$ cat config.mk
export PLATFORM = sky130hd
export DESIGN_NAME = wdt_once
export DESIGN_NICKNAME = d
export VERILOG_FILES = /design/src/rtl/wdt_once.sv
export SDC_FILE = /design/constraint.sdc
export NUM_CORES = 1
export LEC_CHECK = 0
export ABC_AREA = 1
export ABC_CLOCK_PERIOD_IN_PS = 1830
export BUFFER_PORTS_ARGS = -buffer_cell sky130_fd_sc_hd__buf_4
export CORE_AREA = 2 2 85 87
export CTS_CLUSTER_SIZE = 16
export DETAILED_ROUTE_END_ITERATION = 7
export DIE_AREA = 0 0 87 89
export GPL_ROUTABILITY_DRIVEN = 0
export GPL_TIMING_DRIVEN = 0
export PLACE_DENSITY = 0.69
export SETUP_SLACK_MARGIN = 0.02
export SLEW_MARGIN = 15
export SYNTH_ARGS = -nofsm -noshare
export SYNTH_HDL_FRONTEND = slang
export SYNTH_SLANG_ARGS = --single-unit
export TNS_END_PERCENT = 20
$ cat constraint.sdc
create_clock -name clk -period 1.83 [get_ports clk]
set_input_delay 0.0915 -clock clk [delete_from_list [all_inputs] [get_ports clk]]
set_output_delay 0.0915 -clock clk [all_outputs]
set_load 0.03 [all_outputs]
$ cat src/rtl/wdt_once.sv
module wdt_once #(
  parameter int RLD_W     = 12,
  parameter int PRESC_DIV = 16384,
  parameter int BUS_W     = 32
) (
  input  logic             clk,
  input  logic             rst_n,
  input  logic             wr_en,
  input  logic [BUS_W-1:0] wr_data,
  output logic [BUS_W-1:0] rd_data,
  output logic             irq,
  output logic             rst_req
);
  localparam int PRE_BIT = RLD_W;
  localparam int EN_BIT  = RLD_W + 1;
  localparam int CFG_W   = RLD_W + 4;
  localparam int PW      = (PRESC_DIV > 1) ? $clog2(PRESC_DIV) : 1;
  localparam logic [PW-1:0] PDIV_LAST = PW'(PRESC_DIV - 1);

  logic [CFG_W-1:0] cfg_q;
  logic             locked_q, half_q, fired_q;
  logic [RLD_W-1:0] cnt_q;
  logic [PW-1:0]    pdiv_q;
  logic             unused_hi;

  wire [RLD_W-1:0] reload = cfg_q[RLD_W-1:0];
  wire [1:0]       act    = cfg_q[CFG_W-1 -: 2];
  wire             pre    = cfg_q[PRE_BIT];
  wire             step   = locked_q & cfg_q[EN_BIT] & half_q;
  wire             pwrap  = (pdiv_q == PDIV_LAST);
  wire             dec    = step & (~pre | pwrap);

  always_ff @(posedge clk or negedge rst_n) begin
    if (!rst_n) begin
      cfg_q    <= '0;
      locked_q <= 1'b0;
      half_q   <= 1'b0;
      fired_q  <= 1'b0;
      cnt_q    <= '0;
      pdiv_q   <= '0;
    end else begin
      half_q <= ~half_q;
      if (wr_en && !locked_q) begin
        cfg_q    <= wr_data[CFG_W-1:0];
        locked_q <= 1'b1;
        cnt_q    <= wr_data[RLD_W-1:0];
        pdiv_q   <= '0;
      end else if (wr_en) begin
        cnt_q  <= reload;
        pdiv_q <= '0;
      end else begin
        if (step && pre)
          pdiv_q <= pwrap ? '0 : pdiv_q + PW'(1);
        if (dec) begin
          if (cnt_q != '0) cnt_q <= cnt_q - RLD_W'(1);
          if (cnt_q < RLD_W'(2)) fired_q <= 1'b1;
        end
      end
    end
  end

  assign irq       = fired_q & act[1];
  assign rst_req   = fired_q & act[0];
  assign rd_data   = {{(BUS_W-CFG_W-1){1'b0}}, locked_q, cfg_q};
  assign unused_hi = ^wr_data[BUS_W-1:CFG_W];
endmodule


-- Word level (Yosys, flattened, before mapping)
Cells that the tools add are included.
- register bits after elaboration: 45
- input port bits: 35
- output and inout bits: 34
- word-level logic and storage cells: 37
- add/subtract/negate cells: 2
- order comparisons: 1
- equality and inequality tests: 1
- muxes and demuxes: 8
- bitwise logic cells: 10
- reductions and logical operators: 9
- operators by type and width (kind ; number):
    two-way mux 14 bit ; 4
    two-way mux 12 bit ; 4
    adder 14 x 1 -> 14 bit, second input constant ; 1
    == test 14 bit, second input constant ; 1
    less-than comparator 12 x 2 -> 1 bit, second input constant ; 1
    nonzero test 12 bit ; 1
    subtractor 12 x 1 -> 12 bit, second input constant ; 1
    nonzero test 3 bit ; 3
    AND 1 bit ; 5
    inverter 1 bit ; 4
    AND reduction 4 bit ; 1
    logical AND 1 bit ; 2
    AND reduction 2 bit ; 1
    zero test 1 bit ; 1
    OR 1 bit ; 1

-- Depth between registers and ports, before layout
- word-level depth: 6
- gate-level depth with buffers: 11
- mapped depth without buffers: 10

-- Worst setup path before layout
No wires, ideal clock.
- path type: reg-to-reg
- start: register pdiv_q[0]
- end: register cnt_q[10]
- library setup time: 116 ps
- data arrival time: 1292 ps
- data required time: 1714 ps
- slack: 422 ps
- stages on the path, launching flop included: 11
- path buffers: 1
- period minus slack after synthesis: 1408 ps
- cells stage by stage: dfrtp_1 > ha_1 > nand2_1 > nor2_2 > nand3b_1 > nand2_2 > nand3_4 > nand2_4 > buf_12 > nand2_2 > nand2_1
- longest elaborated chain between the ends: 5
- ends and longest elaborated chain (element ; RTL line ; text):
    start: declaration ; 23 ; logic [PW-1:0] pdiv_q;
    start signal: assignment ; 53 ; pdiv_q <= pwrap ? '0 : pdiv_q + PW'(1);
    == test 14 bit ; 30 ; wire pwrap = (pdiv_q == PDIV_LAST);
    OR 1 bit ; 31 ; wire dec = step & (~pre | pwrap);
    AND 1 bit ; 31 ;
    nonzero test 3 bit (no source line) ; - ;
    AND reduction 2 bit (no source line) ; - ;
    end signal: assignment ; 46 ; cnt_q <= wr_data[RLD_W-1:0];
    end signal: assignment ; 49 ; cnt_q <= reload;
    end signal: assignment ; 55 ; if (cnt_q != '0) cnt_q <= cnt_q - RLD_W'(1);
    end: declaration ; 22 ; logic [RLD_W-1:0] cnt_q;
Every way passes these cells.
A chain may end at the register's enable or synchronous reset.

-- Worst setup path in the final report
- start: register pdiv_q[1]
- end: register cnt_q[4]
The elaborated chain is that of the path after synthesis.

==> metrics.md <==
| Metric | Value |
|---|---|
| Kind of critical path | reg2reg |
| FF-to-FF path depth | 9 |
| Number of placed instances with taps included | 481 |
| Width of the die | approximately 87 µm |
| Core Rows | 30 |
| Static leakage | between 1.5 and 2 nW |
| Via density per instance | 4.76 |
| Initial antenna violation count | 0 |
| Reg2Reg Launch Point | pdiv_q[1] |
| Worst hold path type | in2reg |
| Post-DRT Antenna Nets | 0 |
| Endpoint arrival time on the critical path | 1.82 ns |
| Die outline height | 89 µm |
| Final hold violations | 0 |
| Synth top area share | 42.8% |
| Number of max-cap violations | 0 |
| Period minus WS final | 1.63 ns |
| Detailed-route DRC error count | 0 |
| GR Util met3 | 3.69% |
| Critical R2R Capture | cnt_q[4] |
| Share of cells above drive strength 1 | 23.2% |
| Area growth from synthesis to final layout | 22.2% |
| Fraction of the cycle the final worst path needs | 89.0% |
| Power Dens Cells | 767 nW/µm² |
| Clock Power Share | between 30% and 40% |
| Core Area | 6720 µm² |
| Fraction of power spent switching nets | 31.5% |
| Total half-perimeter wirelength after legalization and detailed placement | 4410 µm |
| Input/output buffers | 37 |
| Ranking of synthesized cells by area | sky130_fd_sc_hd__dfrtp_1, sky130_fd_sc_hd__nand2_1, sky130_fd_sc_hd__o21ai_0, sky130_fd_sc_hd__inv_1, sky130_fd_sc_hd__nand3_1 |
| Register bit total from synthesis | 45 |
| Clk slew on worst S/H paths | 0.09 ns |
| Cell chosen for the clock root | sky130_fd_sc_hd__clkbuf_8 |
| Final design area excluding fillers | between 3000 and 4000 µm² |
| Proportion of power drawn by flip-flops and latches | between 40% and 50% |
| Max_slew headroom | between 60 and 70% |
| Critical path launch point | pdiv_q[1] |
| Remaining global-route overflow | 0 |
| GR met1 Demand/Resource | 22.2% |
| Library cell occupying the most area in the post-synthesis netlist | sky130_fd_sc_hd__dfrtp_1 |
| Primary flip-flop cell chosen by synthesis mapping | sky130_fd_sc_hd__dfrtp_1 |
| GRT Max-Usage Layer | met2 |
| First-pass DRT Iterations | 4 |
| Max Buffers Root-to-Sink | 2 |
| Number of warnings reported in the yosys synthesis log | 0 |
| Post-synthesis area per instance | 7.52 µm² |
| Maximum resistive drop on vdd | 493 µV |
| Max-slew violations | 0 |
| Comb pwr share | roughly 23% |
| Internal power | 1.69 mW |
| Result of the run | completed |
| Number of placed I/O pins | 69 |
| Worst-margin pin slew | between 0.5 and 0.6 ns |
| DRC violation total after the first TritonRoute iteration | 90 |
| Count of unique library cells instantiated by Yosys | 31 |
| Final worst clock skew | around 0.015 ns |
| Post-synthesis cell area | ~2600 µm² |
| EDFF count, synth | 0 |
| Power spent charging and discharging nets | 0.776 mW |
| Minimum setup slack among reg-to-reg paths | 0.20 ns |
| Nature of the critical path startpoint | register |
| Hold EP | cfg_q[12] |
| Type of element capturing the critical path | register |
| Ranking of synthesized cells by instance count | sky130_fd_sc_hd__nand2_1, sky130_fd_sc_hd__dfrtp_1, sky130_fd_sc_hd__inv_1 |
| Overall routing resource usage | 16.9% |
| Largest net degree at the start of global routing | 46 |
| NumNets Final | 450 |
| Cell with the most instances after synthesis | sky130_fd_sc_hd__nand2_1 |
| CTS tree | built |
| Post-synthesis instance total | 350 |
| Timing-limited maximum frequency | 614 MHz |
| Total setup buffers inserted after CTS | 0 |
| GR met2 Demand/Resource | 28.1% |
| Setup TNS | 0 ns |
| Routed vias | 2346 |
| Setup repair after global routing missed its margin | false |
| Starting utilization of the core area | 39.2% |
| Post-route non-filler standard cell count | 493 |
| Portion of the post-synthesis area used by sequential elements | 42.8% |
| Setup violation total in the final timing report | 0 |
| Design Power | 2.47 mW |
| Largest fanout of any net on the critical path | 10 |
| First-pass GRT wire length | 10300 µm |
| H-tree depth | 2 |
| Worst hold slack across all endpoints | 0.00108 ns |
| Origin of the worst min-delay path | wr_data[12] |
| Die ar. | 7740 µm² |
| Post-detailed-route wirelength per cell | 12.2 µm |
| Clk sink count | 45 |
| Via count of the first global-routing pass | 2227 |
| Placed cell area | ~3000 µm² |
| CP Data Required Time | 2.02 ns |
| Hold path cells | 3 |
| Total wire length | between 5000 and 6000 µm |
| Clock latency on the worst-skew pair | between 0.3 and 0.4 ns |
| Antenna Diode Count | 0 |
| CTS buffer count | 5 |
| FFs w/ async S/R, synth | 100% |
## worst max-delay path by stage
stage           endpoint
6_report        cnt_q[4]
5_1_grt         cnt_q[8]
4_1_cts         cnt_q[4]
3_5_place_dp    cnt_q[4]
3_3_place_gp   cnt_q[10]
2_1_floorplan  cnt_q[10]
## registers in the layout, indices dropped and copies added, names as in the netlist
| register | count |
|---|---|
| half_q | 1 |
| fired_q | 1 |
| cnt_q | 12 |
| cfg_q | 16 |
| pdiv_q | 14 |
| locked_q | 1 |
## cells by family after synthesis
kind of cell,after synthesis,share of synthesized area [%]
simple gates,186,32.3
compound gates,46,9.27
other cells,1,0.143
xor+xnor,5,1.66
flops,45,42.8
fa+ha+maj,3,1.43
buf+inv,64,12.4
## stage by stage
step	setup slack (ns)	util, %
CTS	0.206	47.8
detailed placement	0.242	45.6
global route	0.0327	47.9
floorplan	0.422	-
global placement	0.250	45.6
finish	0.201	47.9
## worst max-delay path: stages (launching register included)
cell and delay [ns]:
sky130_fd_sc_hd__dfrtp_1 0.39, sky130_fd_sc_hd__ha_1 0.17, sky130_fd_sc_hd__nand2_1 0.12, sky130_fd_sc_hd__nor2_2 0.14, sky130_fd_sc_hd__nand3b_1 0.14, sky130_fd_sc_hd__nand2_2 0.12
sky130_fd_sc_hd__nand3_4 0.10, sky130_fd_sc_hd__buf_4 0.20, sky130_fd_sc_hd__nand3_1 0.08, sky130_fd_sc_hd__nand2_1 0.06
## layout by cell type (no fill, tap or decap)
master                          count
sky130_fd_sc_hd__clkbuf_1           3
sky130_fd_sc_hd__nor3_1             7
sky130_fd_sc_hd__nor3_2             1
sky130_fd_sc_hd__nand2_1           95
sky130_fd_sc_hd__a31o_2             1
sky130_fd_sc_hd__dlygate4sd3_1      4
sky130_fd_sc_hd__dfrtp_1           45
sky130_fd_sc_hd__nand2_4            1
sky130_fd_sc_hd__nor2_4             2
sky130_fd_sc_hd__o21ai_1            1
sky130_fd_sc_hd__nand3_1           27
sky130_fd_sc_hd__conb_1            15
sky130_fd_sc_hd__nor2_1            29
sky130_fd_sc_hd__a21oi_1           10
sky130_fd_sc_hd__nand2_2           13
sky130_fd_sc_hd__xor2_1             3
sky130_fd_sc_hd__inv_2              3
sky130_fd_sc_hd__clkinv_4           1
sky130_fd_sc_hd__buf_2              5
sky130_fd_sc_hd__o211ai_1           1
sky130_fd_sc_hd__nor2_2             4
sky130_fd_sc_hd__nand4_1            2
sky130_fd_sc_hd__nand3b_1           1
sky130_fd_sc_hd__nand3_2            2
sky130_fd_sc_hd__inv_1             36
sky130_fd_sc_hd__xnor2_1            2
sky130_fd_sc_hd__ha_1               2
sky130_fd_sc_hd__o21ai_0           31
sky130_fd_sc_hd__clkbuf_8           5
sky130_fd_sc_hd__o221ai_1           2
sky130_fd_sc_hd__ha_2               1
sky130_fd_sc_hd__buf_4             54
sky130_fd_sc_hd__nand3_4            1
sky130_fd_sc_hd__and3_1             1
sky130_fd_sc_hd__bufinv_16          1
sky130_fd_sc_hd__buf_12             1
## area by class of cell
class | instances | area (µm²)
plain buffers | 25 | 180
clock buffers | 6 | 72.6
multi-input cells | 255 | 1230
repair buffers | 41 | 318
fillers | 662 | 3500
clock inverters | 2 | 38.8
inverters | 39 | 146
well taps | 80 | 100
flip-flops and latches | 45 | 1130
## what timing repair did
action	4_1_cts	5_1_grt
hold endpoints to repair	48	0
endpoints found under the setup margin	0	1
resized for setup	0	1
hold buffers	4	0
## power by group through the flow
stage	Clock, mW	Combinational, mW	Sequential (mW)
3_5_place_dp	0	0.554	1.16
2_1_floorplan	0	0.357	1.19
5_1_grt	0.828	0.634	1.15
4_1_cts	0.783	0.562	1.14
6_report	0.766	0.559	1.14
3_3_place_gp	0	0.542	1.16
## metal layers
metal  vias up  wire [µm]
li1       1205          -
met1      1075       2800
met2        59       2860
met3         7        249
met4         0         80
met5         -          0
Note: power is estimated with default switching activity, not from simulation.
